### src/rtl/fan_pwm_pkg.sv
package fan_pwm_pkg;
  localparam int PHASE_W = 6;

  typedef struct packed {
    logic                 tick;
    logic                 forceHigh;
    logic [PHASE_W-1:0]   duty;
  } fanStrobe_t;
endpackage

### src/rtl/fan_pwm_ctrl.sv
module fan_pwm_ctrl
  import fan_pwm_pkg::*;
#(
  parameter int FAST_DIV = 96,
  parameter int SLOW_DIV = 37500
) (
  input  logic               clk,
  input  logic               rstN,
  input  logic               forceOn,
  input  logic [PHASE_W-1:0] dutyCode,
  input  logic               srcSlow,
  input  logic               rateAlt,
  input  logic               rateDouble,
  input  logic               lastPhase,
  output fanStrobe_t         strobe
);
  localparam int DIV_W = $clog2(SLOW_DIV + 1);

  logic [DIV_W-1:0]   divTab [8];
  logic [2:0]         actSel;
  logic [PHASE_W-1:0] actDuty;
  logic               actForce;
  logic [DIV_W-1:0]   preCnt;
  logic [DIV_W-1:0]   curDiv;
  logic               tick;
  logic               boundary;

  // selection index = {range, alternate, double}
  for (genvar g = 0; g < 8; g++) begin : gDiv
    localparam int BASE = (g & 4) ? SLOW_DIV : FAST_DIV;
    localparam int ALT  = (g & 2) ? (BASE * 2) / 3 : BASE;
    localparam int FIN  = (g & 1) ? ALT / 2 : ALT;
    assign divTab[g] = DIV_W'(FIN);
  end

  assign curDiv   = divTab[actSel];
  assign tick     = (preCnt == curDiv - DIV_W'(1));
  assign boundary = tick && lastPhase;

  always_ff @(posedge clk or negedge rstN) begin
    if (!rstN) begin
      preCnt <= '0;
    end else if (tick) begin
      preCnt <= '0;
    end else begin
      preCnt <= preCnt + DIV_W'(1);
    end
  end

  always_ff @(posedge clk or negedge rstN) begin
    if (!rstN) begin
      actSel   <= '0;
      actDuty  <= '0;
      actForce <= 1'b0;
    end else if (boundary) begin
      actSel   <= {srcSlow, rateAlt, rateDouble};
      actDuty  <= dutyCode;
      actForce <= forceOn;
    end
  end

  assign strobe.tick      = tick;
  assign strobe.forceHigh = actForce;
  assign strobe.duty      = actDuty;

  AST_LATCH_AT_WRAP: assert property (@(posedge clk) disable iff (!rstN)
    !boundary |=> $stable({actSel, actDuty, actForce}));
endmodule

### src/rtl/fan_pwm_datapath.sv
module fan_pwm_datapath
  import fan_pwm_pkg::*;
(
  input  logic       clk,
  input  logic       rstN,
  input  fanStrobe_t strobe,
  output logic       lastPhase,
  output logic       fanOut
);
  logic [PHASE_W-1:0] phase;

  always_ff @(posedge clk or negedge rstN) begin
    if (!rstN) begin
      phase <= '0;
    end else if (strobe.tick) begin
      phase <= phase + PHASE_W'(1);
    end
  end

  assign lastPhase = (phase == {PHASE_W{1'b1}});

  always_ff @(posedge clk or negedge rstN) begin
    if (!rstN) begin
      fanOut <= 1'b0;
    end else begin
      fanOut <= strobe.forceHigh || (phase < strobe.duty);
    end
  end

  AST_FORCE_HIGH: assert property (@(posedge clk) disable iff (!rstN)
    strobe.forceHigh |=> fanOut);
  AST_ZERO_LOW: assert property (@(posedge clk) disable iff (!rstN)
    (!strobe.forceHigh && strobe.duty == '0) |=> !fanOut);
  AST_RISE_AT_START: assert property (@(posedge clk) disable iff (!rstN)
    $rose(fanOut) |-> ($past(phase) == '0));
endmodule

### src/rtl/fan_pwm_gen.sv
module fan_pwm_gen
  import fan_pwm_pkg::*;
#(
  parameter int CLK_HZ   = 96_000_000,
  parameter int FAST_DIV = CLK_HZ / 1_000_000,
  parameter int SLOW_DIV = CLK_HZ / 2560
) (
  input  logic       clk,
  input  logic       rstN,
  input  logic       forceOn,
  input  logic [5:0] dutyCode,
  input  logic       srcSlow,
  input  logic       rateAlt,
  input  logic       rateDouble,
  output logic       fanOut
);
  fanStrobe_t strobe;
  logic       lastPhase;

  fan_pwm_ctrl #(.FAST_DIV(FAST_DIV), .SLOW_DIV(SLOW_DIV)) uCtrl (
    .clk(clk), .rstN(rstN), .forceOn(forceOn), .dutyCode(dutyCode),
    .srcSlow(srcSlow), .rateAlt(rateAlt), .rateDouble(rateDouble),
    .lastPhase(lastPhase), .strobe(strobe)
  );

  fan_pwm_datapath uData (
    .clk(clk), .rstN(rstN), .strobe(strobe),
    .lastPhase(lastPhase), .fanOut(fanOut)
  );
endmodule

### config.mk
export PLATFORM = sky130hd
export DESIGN_NAME = fan_pwm_gen
export DESIGN_NICKNAME = d
export VERILOG_FILES = /design/src/rtl/fan_pwm_pkg.sv /design/src/rtl/fan_pwm_ctrl.sv /design/src/rtl/fan_pwm_datapath.sv /design/src/rtl/fan_pwm_gen.sv
export SDC_FILE = /design/constraint.sdc
export NUM_CORES = 1
export LEC_CHECK = 0
export BUFFER_PORTS_ARGS = -buffer_cell sky130_fd_sc_hd__buf_4
export CORE_UTILIZATION = 55
export DETAILED_ROUTE_END_ITERATION = 7
export PLACE_DENSITY_LB_ADDON = 0.2
export SYNTH_ARGS = -nofsm -noshare
export SYNTH_HDL_FRONTEND = slang
export SYNTH_SLANG_ARGS = --single-unit
### constraint.sdc
create_clock -name clk -period 2.9 [get_ports clk]
set_input_delay 0.87 -clock clk [delete_from_list [all_inputs] [get_ports clk]]
set_output_delay 0.87 -clock clk [all_outputs]
set_load 0.01 [all_outputs]
After elaboration in Yosys (flattened, before gate mapping)
Memory sizes are Yosys's and may differ from the RTL's.
Cells that the tools add are included.
{"block": "totals", "register_bits": 33, "mem_bits_ro": 128, "inputBits": 12, "wordCells": 20, "mem_count": 1}
{"memory": "(no name shown)", "words": 8, "word_bits": 16, "rd": 1, "rd_ports_with_merged_regs": 0, "wr": 0, "line_no": "fan_pwm_ctrl.sv:36", "text": "assign curDiv = divTab[actSel];"}
{"block": "op_classes", "addsub": 3, "order_cmp": 2, "n_eq_ne": 2, "n_mux": 3, "bitwise": 1, "n_reduce_logical": 2}
{"op": "2-to-1 mux 16 bit", "n": 3}
{"op": "adder 16 x 1 -> 16 bit, second input constant", "n": 1}
{"op": "equality test 16 bit", "n": 1}
{"op": "subtractor 16 x 1 -> 16 bit, second input constant", "n": 1}
{"op": "adder 6 x 1 -> 6 bit, second input constant", "n": 1}
{"op": "equality test 6 bit, second input constant", "n": 1}
{"op": "less-than comparator 6 bit", "n": 1}
{"op": "greater-or-equal comparator 4 bit, second input constant", "n": 1}
{"op": "inverter 3 -> 4 bit", "n": 1}
{"op": "logical AND 1 bit", "n": 1}
{"op": "logical OR 1 bit", "n": 1}

Depth between registers and ports, before layout
{"block": "depth", "word_depth": 7, "depth_mapped": 13, "depth_no_buf": 11}

Cells and area by module
From an unflattened synthesis, not the netlist that was laid out.
{"block": "unflattened", "hier_cells": 232, "area_unflattened_um2": 2252.2}
{"module": "fan_pwm_ctrl", "instances": 1, "cells_per_inst": 191, "area_each_um2": 1839.3, "seq_area_each_um2": 650.6}
{"module": "fan_pwm_datapath", "instances": 1, "cells_per_inst": 41, "area_each_um2": 412.9, "seq_area_each_um2": 175.2}

Worst setup path before layout
Ideal clock, no wire load.
{"block": "synth_path", "kind": "register -> register", "startpoint": "register uCtrl.actSel[0]", "endpoint": "register uCtrl.actDuty[0]", "setup_ps": 125, "arrival_ps": 3009, "required_time_ps": 2775, "setup_slack_ps": -233, "path_stages_with_launch": 14, "period_less_slack_ps": 3133, "cell_sequence": "dfrtp_1 inv_1 ha_1 buf_2 nand2b_1 ha_1 xnor2_1 a211o_1 or4_1 nor2_1 and4_1 buf_6 nand3_4 mux2_2"}
{"block": "synth_between", "elab_chain_cells": 7}
{"item": "from (decl)", "line_no": "fan_pwm_ctrl.sv:20", "text": "logic [2:0] actSel;"}
{"item": "from (signal assigned)", "line_no": "fan_pwm_ctrl.sv:56", "text": "actSel <= {srcSlow, rateAlt, rateDouble};"}
{"item": "inverter 3 -> 4 bit (implied by the code)", "line_no": "fan_pwm_ctrl.sv:36"}
{"item": "memory read (8 x 16 bit)"}
{"item": "2-to-1 mux 16 bit (implied by the code) (2 in a row)", "line_no": "fan_pwm_ctrl.sv:36"}
{"item": "subtractor 16 x 1 -> 16 bit", "line_no": "fan_pwm_ctrl.sv:37", "text": "assign tick = (preCnt == curDiv - DIV_W'(1));"}
{"item": "equality test 16 bit", "line_no": "fan_pwm_ctrl.sv:37"}
{"item": "logical AND 1 bit", "line_no": "fan_pwm_ctrl.sv:38", "text": "assign boundary = tick && lastPhase;"}
{"item": "to (signal assigned)", "line_no": "fan_pwm_ctrl.sv:57", "text": "actDuty <= dutyCode;"}
{"item": "to (decl)", "line_no": "fan_pwm_ctrl.sv:21", "text": "logic [PHASE_W-1:0] actDuty;"}
No other way between the ends. The select of a mux whose other input is x is not followed.
A chain may end at the register's enable or synchronous reset.

Worst setup path after layout
{"block": "layout_path", "startpoint": "register uCtrl.actSel[0]", "endpoint": "register uCtrl.actSel[0]"}
{"block": "layout_between", "elab_chain_cells": 7}
{"item": "inverter 3 -> 4 bit (implied by the code)", "line_no": "fan_pwm_ctrl.sv:36"}
{"item": "memory read (8 x 16 bit)"}
{"item": "2-to-1 mux 16 bit (implied by the code) (2 in a row)", "line_no": "fan_pwm_ctrl.sv:36"}
{"item": "subtractor 16 x 1 -> 16 bit", "line_no": "fan_pwm_ctrl.sv:37"}
{"item": "equality test 16 bit", "line_no": "fan_pwm_ctrl.sv:37"}
{"item": "logical AND 1 bit", "line_no": "fan_pwm_ctrl.sv:38"}
No other way between the ends. The select of a mux whose other input is x is not followed.

==> metrics.txt <==
status completed; critical path capture point type flop; post-route cell area 0.00253 mm2; Power, Total 1.25 mW; crit-path cells inv_2 > ha_4 > nand2b_4 > ha_4 > xnor2_2 > a211o_1 > or4_1 > nor2_1 > and4_4 > nand3_4 > mux2_4; setup slack at placement -0.0324 ns; Synth Register Bits 33; Worst setup SP type flop; yosys warns 0; CP max stage delay 0.50 ns; Area Overhead vs Synth 18.2%; WP data arrival around 3.0 ns; CTS tree yes; register area share after synthesis 0.386; distinct cell type count after synthesis 45; crit path time final about 2.8 ns; die area between 0.004 and 0.005 mm2; row cnt 22; synth cell count leaders dfrtp_1, nor2_1, xnor2_1; Non-Filler Instances about 290; core area approximately 0.0037 mm2; first-pass GRT wire length ~7900 um; Detail Placement HPWL between 3000 and 4000 um; final core occ 0.686; DIE HEIGHT around 64 um; fillers between 200 and 300; setup ws final roughly 0.053 ns; ys async rst share 1.00; I/O pin total 13; Die Wd ~64 um; DRT Wirelength around 4700 um; count of final max-slew check failures 0; worst-margin pin slew around 0.42 ns; Hold WS roughly 0.47 ns; Area after DPL 0.00235 mm2; RSZ-0062 raised after global routing true; clock sink count 33; Initial Util 0.580; dpl cells roughly 280; Syn Inst Count ~220; Post-synth top flop dfrtp_1; cell repeated most along the worst path ha_4; total negative slack 0 ns; Final period util 0.982; Final ANT Viol Nets 0; Mean Syn Cell Area around 9.7 um2; IO buf count 12; Pre-Repair DR Iteration Count 4; R2R setup slack between 0.05 and 0.06 ns; max frequency between 0.3 and 0.4 GHz; number of global-route vias before repair about 1700; Critical path buffers and inverters 1; # diodes 0; Area contributors post-synth dfrtp_1, ha_1, xnor2_1; P per Cell Area between 400 and 500 mW/mm2; Slew headroom 0.720; synthesized area 0.00214 mm2; clk_lat worst skew between 0.2 and 0.3 ns; Via density between 5 and 6; CTS Root Cell clkbuf_8; hold-fix buffer count after cts 0; Worst Hold Class flop to flop; total grt overflow 0; CP max-delay cell or4_1; required time worst endpoint around 3.1 ns; drt drc 0; clock-pin slew on the worst setup and hold paths approximately 0.060 ns; worst clock skew ~0.0067 ns; CP delay by family, top simple AND/OR/NAND/NOR gates; Vias 1712; Yosys top cell by area dfrtp_1; initial antenna violation count 0; maximum VDD drop roughly 0.00028 V; final hold vios 0; Net Count, Synth approximately 250; gr usage total 0.249; Yosys top cell area share 0.386; max_cap viols 0; # H-tree levels 2; Post-synth EDFFs 0; GP Congestion roughly 0.92; Pleak between 1 and 1.5 nW; most numerous cell in the Yosys netlist dfrtp_1; share of cells above drive strength 1 0.230; final setup vio count 0; total clock buffers created by CTS 5; critical path type flop to flop; final net count around 270; CTS Buffer Depth 2; Initial DRC Count between 100 and 150; wire per inst between 15 and 20 um; CP max FO 5; pin count of the biggest net entering global routing 34
==> worst reg2reg max path: cells and delay by family, from the launching register on <==
kind / cells / cell delay, ns
XOR/XNOR: 1 / 0.13
multiplexers: 1 / 0.33
adder cells (fa/ha/maj): 2 / 0.41
flip-flops: 1 / 0.40
AO/OA/AOI/OAI: 1 / 0.23
buffers and inverters: 1 / 0.06
AND/OR/NAND/NOR: 5 / 1.17
==> worst paths after layout <==
check                                             from                      endpoint  cells after the start
max                        uCtrl.actSel[0]$_DFFE_PN0P_   uCtrl.actSel[0]$_DFFE_PN0P_                     11
min                         uCtrl.actForce$_DFFE_PN0P_        uData.fanOut$_DFF_PN0_                      1
max reg2reg                uCtrl.actSel[0]$_DFFE_PN0P_   uCtrl.actSel[0]$_DFFE_PN0P_                     11
min in group asynchronous                         rstN  uCtrl.actDuty[1]$_DFFE_PN0P_                      1
max in group asynchronous                         rstN   uCtrl.actSel[1]$_DFFE_PN0P_                      1
min reg2reg                 uCtrl.actForce$_DFFE_PN0P_        uData.fanOut$_DFF_PN0_                      1
==> timing repair <==
action / 4_1_cts / 5_1_grt
buffers inserted: 0 / 3
resized for setup: 4 / 4
cloned: 0 / 1
pin swaps: 1 / 2
endpoints found under the setup margin: 11 / 12
==> per-layer routing <==
metal	global-route usage	vias up	wire, um	share of wire
li1	-	811	-	-
met1	0.298	844	1940	0.41
met2	0.445	51	2520	0.54
met3	0.0482	6	162	0.035
met4	0.0806	0	48	0.010
met5	0	-	0	0
==> power by group <==
part / switching [mW] / internal (mW) / leakage, nW / total, mW
combinational: 0.112 / 0.126 / 0.678 / 0.238
clock: 0.162 / 0.280 / 0.0585 / 0.442
sequential: 0.0757 / 0.496 / 0.418 / 0.572
==> placed cells by master (no fill, tap or decap), types with 3 or more instances in the layout <==
cell      Yosys  final
o21ai_0       4      4
nand2_1      11     10
buf_4         0     22
xnor2_1      18     17
inv_1        12     10
o31ai_1       3      3
ha_4          0      3
nor2b_1       6      6
mux2_2       11      9
nand3_1      12     12
dfrtp_1      33     31
a21oi_1       3      3
and3_1        6      6
nor3_1        3      3
nand2b_1      5      4
clkbuf_8      0      6
xor2_1       11     11
nor2_1       23     23
ha_1         13     10
==> layout make-up <==
| class | count | area [um2] | area share |
|---|---|---|---|
| repair buffers | 23 | 176 | 0.0697 |
| clock inverters | 1 | 30.0 | 0.0119 |
| inverters | 12 | 45.0 | 0.0178 |
| clock buffers | 7 | 86.3 | 0.0341 |
| well taps | 48 | 60.1 | 0.0237 |
| multi-input cells | 167 | 1300 | 0.515 |
| flip-flops and latches | 33 | 828 | 0.327 |
==> logic make-up (layout without fill, tap and decap cells) <==
group | Yosys count | count (layout) | synth area share
DFF | 33 | 33 | 0.386
AOI/OAI and AO/OA | 28 | 28 | 0.0953
muxes | 11 | 11 | 0.0579
adders and majority gates | 13 | 13 | 0.0760
buffers and inverters | 22 | 43 | 0.0438
and+or+nand+nor | 85 | 86 | 0.223
xor gates and xnor gates | 29 | 29 | 0.119
==> sequential cells by signal, indices dropped and copies added (netlist names) <==
signal,cells
uCtrl.preCnt,16
uData.fanOut,1
uCtrl.actDuty,6
uCtrl.actSel,3
uData.phase,6
uCtrl.actForce,1
Power figures use the tool's default switching activity.
